--- config.mk ---
export PLATFORM = sky130hd
export DESIGN_NAME = dual_queue_sched
export DESIGN_NICKNAME = d
export VERILOG_FILES = /design/src/rtl/dqs_pkg.sv /design/src/rtl/dqs_swap_timer.sv /design/src/rtl/dqs_occ_mon.sv /design/src/rtl/dqs_fsm.sv /design/src/rtl/dual_queue_sched.sv
export SDC_FILE = /design/constraint.sdc
export NUM_CORES = 1
export LEC_CHECK = 0
export ABC_AREA = 1
export BUFFER_PORTS_ARGS = -buffer_cell sky130_fd_sc_hd__clkbuf_2
export CAP_MARGIN = 10
export CORE_ASPECT_RATIO = 2
export CORE_MARGIN = 3
export CORE_UTILIZATION = 45
export DETAILED_ROUTE_END_ITERATION = 10
export PLACE_DENSITY = 0.68
export SLEW_MARGIN = 20
export SYNTH_ARGS = -nofsm -noshare
export SYNTH_HDL_FRONTEND = slang
export SYNTH_SLANG_ARGS = --single-unit
--- constraint.sdc ---
create_clock -name clk -period 2.5 [get_ports clk]
set_clock_uncertainty 0.15 [all_clocks]
set_input_delay 0 -clock clk [delete_from_list [all_inputs] [get_ports clk]]
set_output_delay 0 -clock clk [all_outputs]
set_load 0.01 [all_outputs]
--- src/rtl/dqs_pkg.sv ---
package dqs_pkg;

    typedef enum logic [2:0] {
        ST_IDLE        = 3'd0,
        ST_SERVE_A     = 3'd1,
        ST_RECONF_TO_B = 3'd2,
        ST_SERVE_B     = 3'd3,
        ST_RECONF_TO_A = 3'd4
    } sched_state_e;

    typedef enum logic {
        SET_A = 1'b0,
        SET_B = 1'b1
    } rule_set_e;

    localparam int unsigned NUM_QUEUES = 2;

endpackage

--- src/rtl/dqs_swap_timer.sv ---
module dqs_swap_timer #(
    parameter int unsigned CYCLES = 1330000,
    localparam int unsigned CW = $clog2(CYCLES + 1)
) (
    input  logic clk,
    input  logic rst_n,
    input  logic run,
    output logic expired
);

    logic [CW-1:0] cnt;

    always_ff @(posedge clk) begin
        if (!rst_n || !run) begin
            cnt <= '0;
        end else if (!expired) begin
            cnt <= cnt + 1'b1;
        end
    end

    // Expires in the CYCLES-th cycle of a run, counting the first as one
    always_comb begin
        expired = run && (cnt == CW'(CYCLES - 1));
    end

endmodule

--- src/rtl/dqs_occ_mon.sv ---
module dqs_occ_mon #(
    parameter int unsigned LEVEL_W     = 25,
    parameter int unsigned DEPTH_LIMIT = 20000000
) (
    input  logic               clk,
    input  logic               rst_n,
    input  logic [LEVEL_W-1:0] level,
    output logic [LEVEL_W-1:0] peak,
    output logic               ovf
);

    localparam logic [LEVEL_W-1:0] LIMIT = LEVEL_W'(DEPTH_LIMIT);

    always_ff @(posedge clk) begin
        if (!rst_n) begin
            peak <= '0;
            ovf  <= 1'b0;
        end else begin
            if (level > peak) begin
                peak <= level;
            end
            if (level > LIMIT) begin
                ovf <= 1'b1;
            end
        end
    end

endmodule

--- src/rtl/dqs_fsm.sv ---
module dqs_fsm
    import dqs_pkg::*;
(
    input  logic clk,
    input  logic rst_n,
    input  logic a_empty,
    input  logic b_empty,
    input  logic a_pkt_end,
    input  logic b_pkt_end,
    input  logic reconf_done,
    input  logic timer_expired,
    output logic a_rd,
    output logic b_rd,
    output logic eng_sel,
    output logic reconf_req,
    output logic timer_run,
    output logic swap_pulse
);

    sched_state_e state, state_nx;
    rule_set_e    loaded, loaded_nx;
    logic         in_pkt, in_pkt_nx;
    logic         own_empty, other_empty, swap_end;

    // State register
    always_ff @(posedge clk) begin
        if (!rst_n) begin
            state  <= ST_IDLE;
            loaded <= SET_A;
            in_pkt <= 1'b0;
        end else begin
            state  <= state_nx;
            loaded <= loaded_nx;
            in_pkt <= in_pkt_nx;
        end
    end

    // Next-state logic
    always_comb begin
        own_empty   = (loaded == SET_A) ? a_empty : b_empty;
        other_empty = (loaded == SET_A) ? b_empty : a_empty;
        swap_end    = reconf_done || timer_expired;
        state_nx    = state;
        loaded_nx   = loaded;
        unique case (state)
            ST_IDLE: begin
                if (!own_empty) begin
                    state_nx = (loaded == SET_A) ? ST_SERVE_A : ST_SERVE_B;
                end else if (!other_empty) begin
                    state_nx = (loaded == SET_A) ? ST_RECONF_TO_B : ST_RECONF_TO_A;
                end
            end
            ST_SERVE_A: begin
                if (a_empty && !in_pkt) begin
                    state_nx = b_empty ? ST_IDLE : ST_RECONF_TO_B;
                end
            end
            ST_SERVE_B: begin
                if (b_empty && !in_pkt) begin
                    state_nx = a_empty ? ST_IDLE : ST_RECONF_TO_A;
                end
            end
            ST_RECONF_TO_B: begin
                if (swap_end) begin
                    state_nx  = ST_SERVE_B;
                    loaded_nx = SET_B;
                end
            end
            ST_RECONF_TO_A: begin
                if (swap_end) begin
                    state_nx  = ST_SERVE_A;
                    loaded_nx = SET_A;
                end
            end
            default: state_nx = ST_IDLE;
        endcase
    end

    // Output logic
    always_comb begin
        a_rd       = 1'b0;
        b_rd       = 1'b0;
        reconf_req = 1'b0;
        swap_pulse = 1'b0;
        in_pkt_nx  = in_pkt;
        unique case (state)
            ST_SERVE_A: a_rd = !a_empty;
            ST_SERVE_B: b_rd = !b_empty;
            ST_RECONF_TO_B, ST_RECONF_TO_A: begin
                reconf_req = 1'b1;
                swap_pulse = reconf_done || timer_expired;
            end
            default: ;
        endcase
        if (a_rd) begin
            in_pkt_nx = !a_pkt_end;
        end else if (b_rd) begin
            in_pkt_nx = !b_pkt_end;
        end
        timer_run = reconf_req;
        eng_sel   = loaded;
    end

endmodule

--- src/rtl/dual_queue_sched.sv ---
module dual_queue_sched #(
    parameter int unsigned LEVEL_W       = 25,
    parameter int unsigned DEPTH_LIMIT   = 20000000,
    parameter int unsigned RECONF_CYCLES = 1330000,
    parameter int unsigned SWAP_W        = 16
) (
    input  logic               clk,
    input  logic               rst_n,
    input  logic               a_empty,
    input  logic               a_pkt_end,
    input  logic [LEVEL_W-1:0] a_level,
    input  logic               b_empty,
    input  logic               b_pkt_end,
    input  logic [LEVEL_W-1:0] b_level,
    input  logic               reconf_done,
    output logic               a_rd_en,
    output logic               b_rd_en,
    output logic               eng_sel,
    output logic               reconf_req,
    output logic [SWAP_W-1:0]  swap_count,
    output logic [LEVEL_W-1:0] a_peak,
    output logic [LEVEL_W-1:0] b_peak,
    output logic               a_ovf,
    output logic               b_ovf
);

    import dqs_pkg::*;

    logic timer_run, timer_expired, swap_pulse;
    logic [LEVEL_W-1:0] lvl  [NUM_QUEUES];
    logic [LEVEL_W-1:0] peak [NUM_QUEUES];
    logic               ovf  [NUM_QUEUES];

    dqs_fsm u_fsm (
        .clk          (clk),
        .rst_n        (rst_n),
        .a_empty      (a_empty),
        .b_empty      (b_empty),
        .a_pkt_end    (a_pkt_end),
        .b_pkt_end    (b_pkt_end),
        .reconf_done  (reconf_done),
        .timer_expired(timer_expired),
        .a_rd         (a_rd_en),
        .b_rd         (b_rd_en),
        .eng_sel      (eng_sel),
        .reconf_req   (reconf_req),
        .timer_run    (timer_run),
        .swap_pulse   (swap_pulse)
    );

    dqs_swap_timer #(.CYCLES(RECONF_CYCLES)) u_timer (
        .clk    (clk),
        .rst_n  (rst_n),
        .run    (timer_run),
        .expired(timer_expired)
    );

    always_ff @(posedge clk) begin
        if (!rst_n) begin
            swap_count <= '0;
        end else if (swap_pulse) begin
            swap_count <= swap_count + 1'b1;
        end
    end

    assign lvl[0] = a_level;
    assign lvl[1] = b_level;

    for (genvar q = 0; q < NUM_QUEUES; q++) begin : g_mon
        dqs_occ_mon #(
            .LEVEL_W    (LEVEL_W),
            .DEPTH_LIMIT(DEPTH_LIMIT)
        ) u_mon (
            .clk  (clk),
            .rst_n(rst_n),
            .level(lvl[q]),
            .peak (peak[q]),
            .ovf  (ovf[q])
        );
    end

    assign a_peak = peak[0];
    assign b_peak = peak[1];
    assign a_ovf  = ovf[0];
    assign b_ovf  = ovf[1];

endmodule

==> metrics.yaml <==
cts:
  cts_made_buffers: 9
  cts-htree-levels: 3
  cts.sinks: 94
  post_cts_buffers: 0
  ctsLongestPathBuffers: 2
  cts_tree: "yes"
  clkTransAtPathRegs_ns: 0.07
  worstSkewPairLatency_ns: 0.34
  cts_root_buffer: "clkbuf_16"
layout:
  final_cells: 1297
  seqCellArea_um2: 1880
  drive_above_1_share_pct: 15.7
  fin_nets: 1246
  n_antenna_cell: 0
  multiInputGateArea_um2: 3550
  syn_to_final_growth_pct: 25.6
  fillers: 1319
setup_path:
  end_kind: "flip-flop"
  critical_path.max_fanout: 8
  reg2regPathDepth: 10
  start_kind: "flip-flop"
  critPathKind: "flip-flop to flip-flop"
  cp.required_ns: 2.64
  cp.arrival_ns: 2.46
timing:
  tightest_slew_ns: 0.631
  rsz0062_at_grt: "no"
  setup_violations: 0
  fin_tns_setup_ns: 0
  finalHoldViolations: 0
  period_needed_ns: 2.32
  clock.fmax_mhz: 432
  finalCritPeriodShare_pct: 92.6
  relSlewSlack_pct: 58.0
  finalMaxSlewViolations: 0
route:
  dr.pass1.iters: 4
  vias_per_cell: 5.14
  ant_nets: 0
  drc_errors: 0
  dr_total_vias: 6666
  wl_per_cell_um: 13.7
  drt_iter0_drc: 255
  drt_wl_total_mm: 17.8
floorplan:
  die_x_um: 89.3
  die_area_um2: 15400
  initial_core_util_pct: 46.2
  die_h_um: 173
  rows: 60
  core_area_um2: 13500
  io_pins: 129
power_and_ir_drop:
  p_int_w: 0.00322
  power.density_nw_per_um2: 677
  p_leak_nw: 3.84
  power_w: 0.00531
  switchingPower_w: 0.00209
  comb_power_share_pct: 37.9
  power.share.clock_pct: 25.9
  ir_worst_vdd_mv: 0.435
  p_sw_share_pct: 39.4
  seqPwrFrac_pct: 36.2
placement:
  dp_hpwl_mm: 13.5
  io_buffers: 128
  place.gp.congestion: 0.879
  dpl.cell_count: 1225
grt:
  first_global_vias: 6401
  antenna_found_initial: 0
  grt_overflow: 0
  grt_pass1_wl_mm: 29.3
  grt_use_total_pct: 23.6
  grt_start_max_net_pins: 56
yosys:
  ys_types: 35
  ys_ff_latch: 94
  synth_top_area_share_pct: 30.1
  synth_area_leader_cell: "dfxtp_1"
  synthTopCellsByArea: "dfxtp_1, nand2_1, ha_1"
  syn_inst: 963
  synth_fp_nets: 1072
  avgSynthCellArea_um2: 6.49
  yosys_warnings: 0
  ys_seq_area_share_pct: 30.1
  synth_area_um2: 6250
outcome:
  status: "completed"
hold_path:
  worstHoldPathType: "input pin to flip-flop"
  holdPathStages: 5
run:
  cap_violations: 0
critical path: stages, from the launching register on:
cell and delay (ns):
dfxtp_1 0.39, ha_1 0.23, nand3_1 0.15, inv_1 0.08
nand4_1 0.07, nor2_1 0.13, nand2_2 0.15, nand3_2 0.16
nand3_1 0.08, a21oi_1 0.13, dlygate4sd3_1 0.55
area by class of cell:
type                    count  area share (%)
clock buffers               9            2.87
clock inverters             7           0.830
inverters                 165            7.90
multi-input cells         672            45.2
flip-flops and latches     94            24.0
well taps                 155            2.47
repair buffers            195            16.7
power groups by stage:
stage	clock network (W)	registers, W	logic (W)
detailed placement	0	0.00195	0.00193
finish	0.00138	0.00192	0.00201
global placement	0	0.00195	0.00190
floorplan	0	0.00199	0.00124
global route	0.00147	0.00195	0.00230
CTS	0.00141	0.00192	0.00202
path summary, 6_finish.rpt:
kind / slack (ns) / endpoint / startpoint
max: 0.18 / u_fsm.state[0]$_SDFFE_PN0P_ / u_timer.cnt[0]$_SDFFE_PP0N_
min: 0.02 / u_fsm.state[1]$_SDFFE_PN0P_ / reconf_done
max reg2reg: 0.18 / u_fsm.state[0]$_SDFFE_PN0P_ / u_timer.cnt[0]$_SDFFE_PP0N_
min reg2reg: 0.32 / g_mon[0].u_mon.ovf$_SDFFE_PN0N_ / g_mon[0].u_mon.ovf$_SDFFE_PN0N_
kinds of logic after synthesis:
family                   Yosys count  share of synthesized area, %
AO/OA/AOI/OAI                    137                          11.3
XOR/XNOR                          12                          1.68
adder cells (fa/ha/maj)           52                          10.4
buffers and inverters            197                          13.2
flip-flops                        94                          30.1
AND/OR/NAND/NOR                  471                          33.3
Yosys cell counts:
library cell and count:
a211oi_1 1, a21o_1 3, a21oi_1 109, a21oi_2 1
a31oi_1 1, and2_1 1, buf_12 1, buf_2 11
buf_4 1, buf_6 7, clkbuf_1 12, clkinv_1 2
dfxtp_1 94, ha_1 52, inv_1 162, inv_2 1
nand2_1 198, nand2_2 1, nand2_4 2, nand3_1 96
nand3_2 6, nand3b_1 1, nand4_1 22, nor2_1 107
nor2_2 3, nor3_1 21, nor3_2 2, nor3b_1 1
nor4_1 3, o21a_1 1, o21ai_0 21, or2_2 6
or3_1 1, xnor2_1 2, xor2_1 10
per-layer routing:
metal	routed length [µm]	global-route usage (%)	vias up
met2	9830	44.2	165
met5	0	0	-
met3	684	4.10	55
li1	-	-	3437
met4	875	11.4	0
met1	6410	23.7	3009
repair_timing:
| item | CTS | global route |
|---|---|---|
| endpoints found under the hold margin | 70 | 0 |
| resized for setup | 0 | 1 |
| hold buffers | 56 | 0 |
| endpoints found under the setup margin | 0 | 1 |
registers in the layout, indices dropped and copies added (netlist names):
| register | cells |
|---|---|
| g_mon.u_mon.ovf | 2 |
| u_fsm.eng_sel | 1 |
| u_timer.cnt | 21 |
| g_mon.u_mon.peak | 50 |
| swap_count | 16 |
| u_fsm.in_pkt | 1 |
| u_fsm.state | 3 |
placed cells by master (no fill, tap or decap), types with 2 or more instances in the layout:
cell type      instances
nand2_1              198
inv_1                162
clkbuf_2             128
a21oi_1              109
nor2_1               107
nand3_1               94
dfxtp_1               94
dlygate4sd3_1         56
ha_1                  52
nand4_1               22
nor3_1                21
o21ai_0               21
xor2_1                10
clkbuf_16              9
buf_4                  9
nand3_2                8
or2_2                  6
nor2_2                 3
a21o_1                 3
nor4_1                 3
clkinvlp_4             3
inv_8                  3
nor3_2                 2
clkinv_1               2
nand2_4                2
xnor2_1                2
buf_12                 2
through the flow:
step / setup WS, ns / area, µm² / hold WS, ns / utilization, %
2_1_floorplan: 0.473 / 6250 / -0.0919 / -
3_3_place_gp: 0.280 / 6990 / 0.0310 / 51.7
3_5_place_dp: 0.299 / 6990 / 0.0292 / 51.7
4_1_cts: 0.0962 / 7840 / 0.00831 / 58.0
5_1_grt: 0.00236 / 7840 / 0.0744 / 58.0
6_report: 0.184 / 7840 / 0.0152 / 58.0
Note: power is estimated with default switching activity, not from simulation.
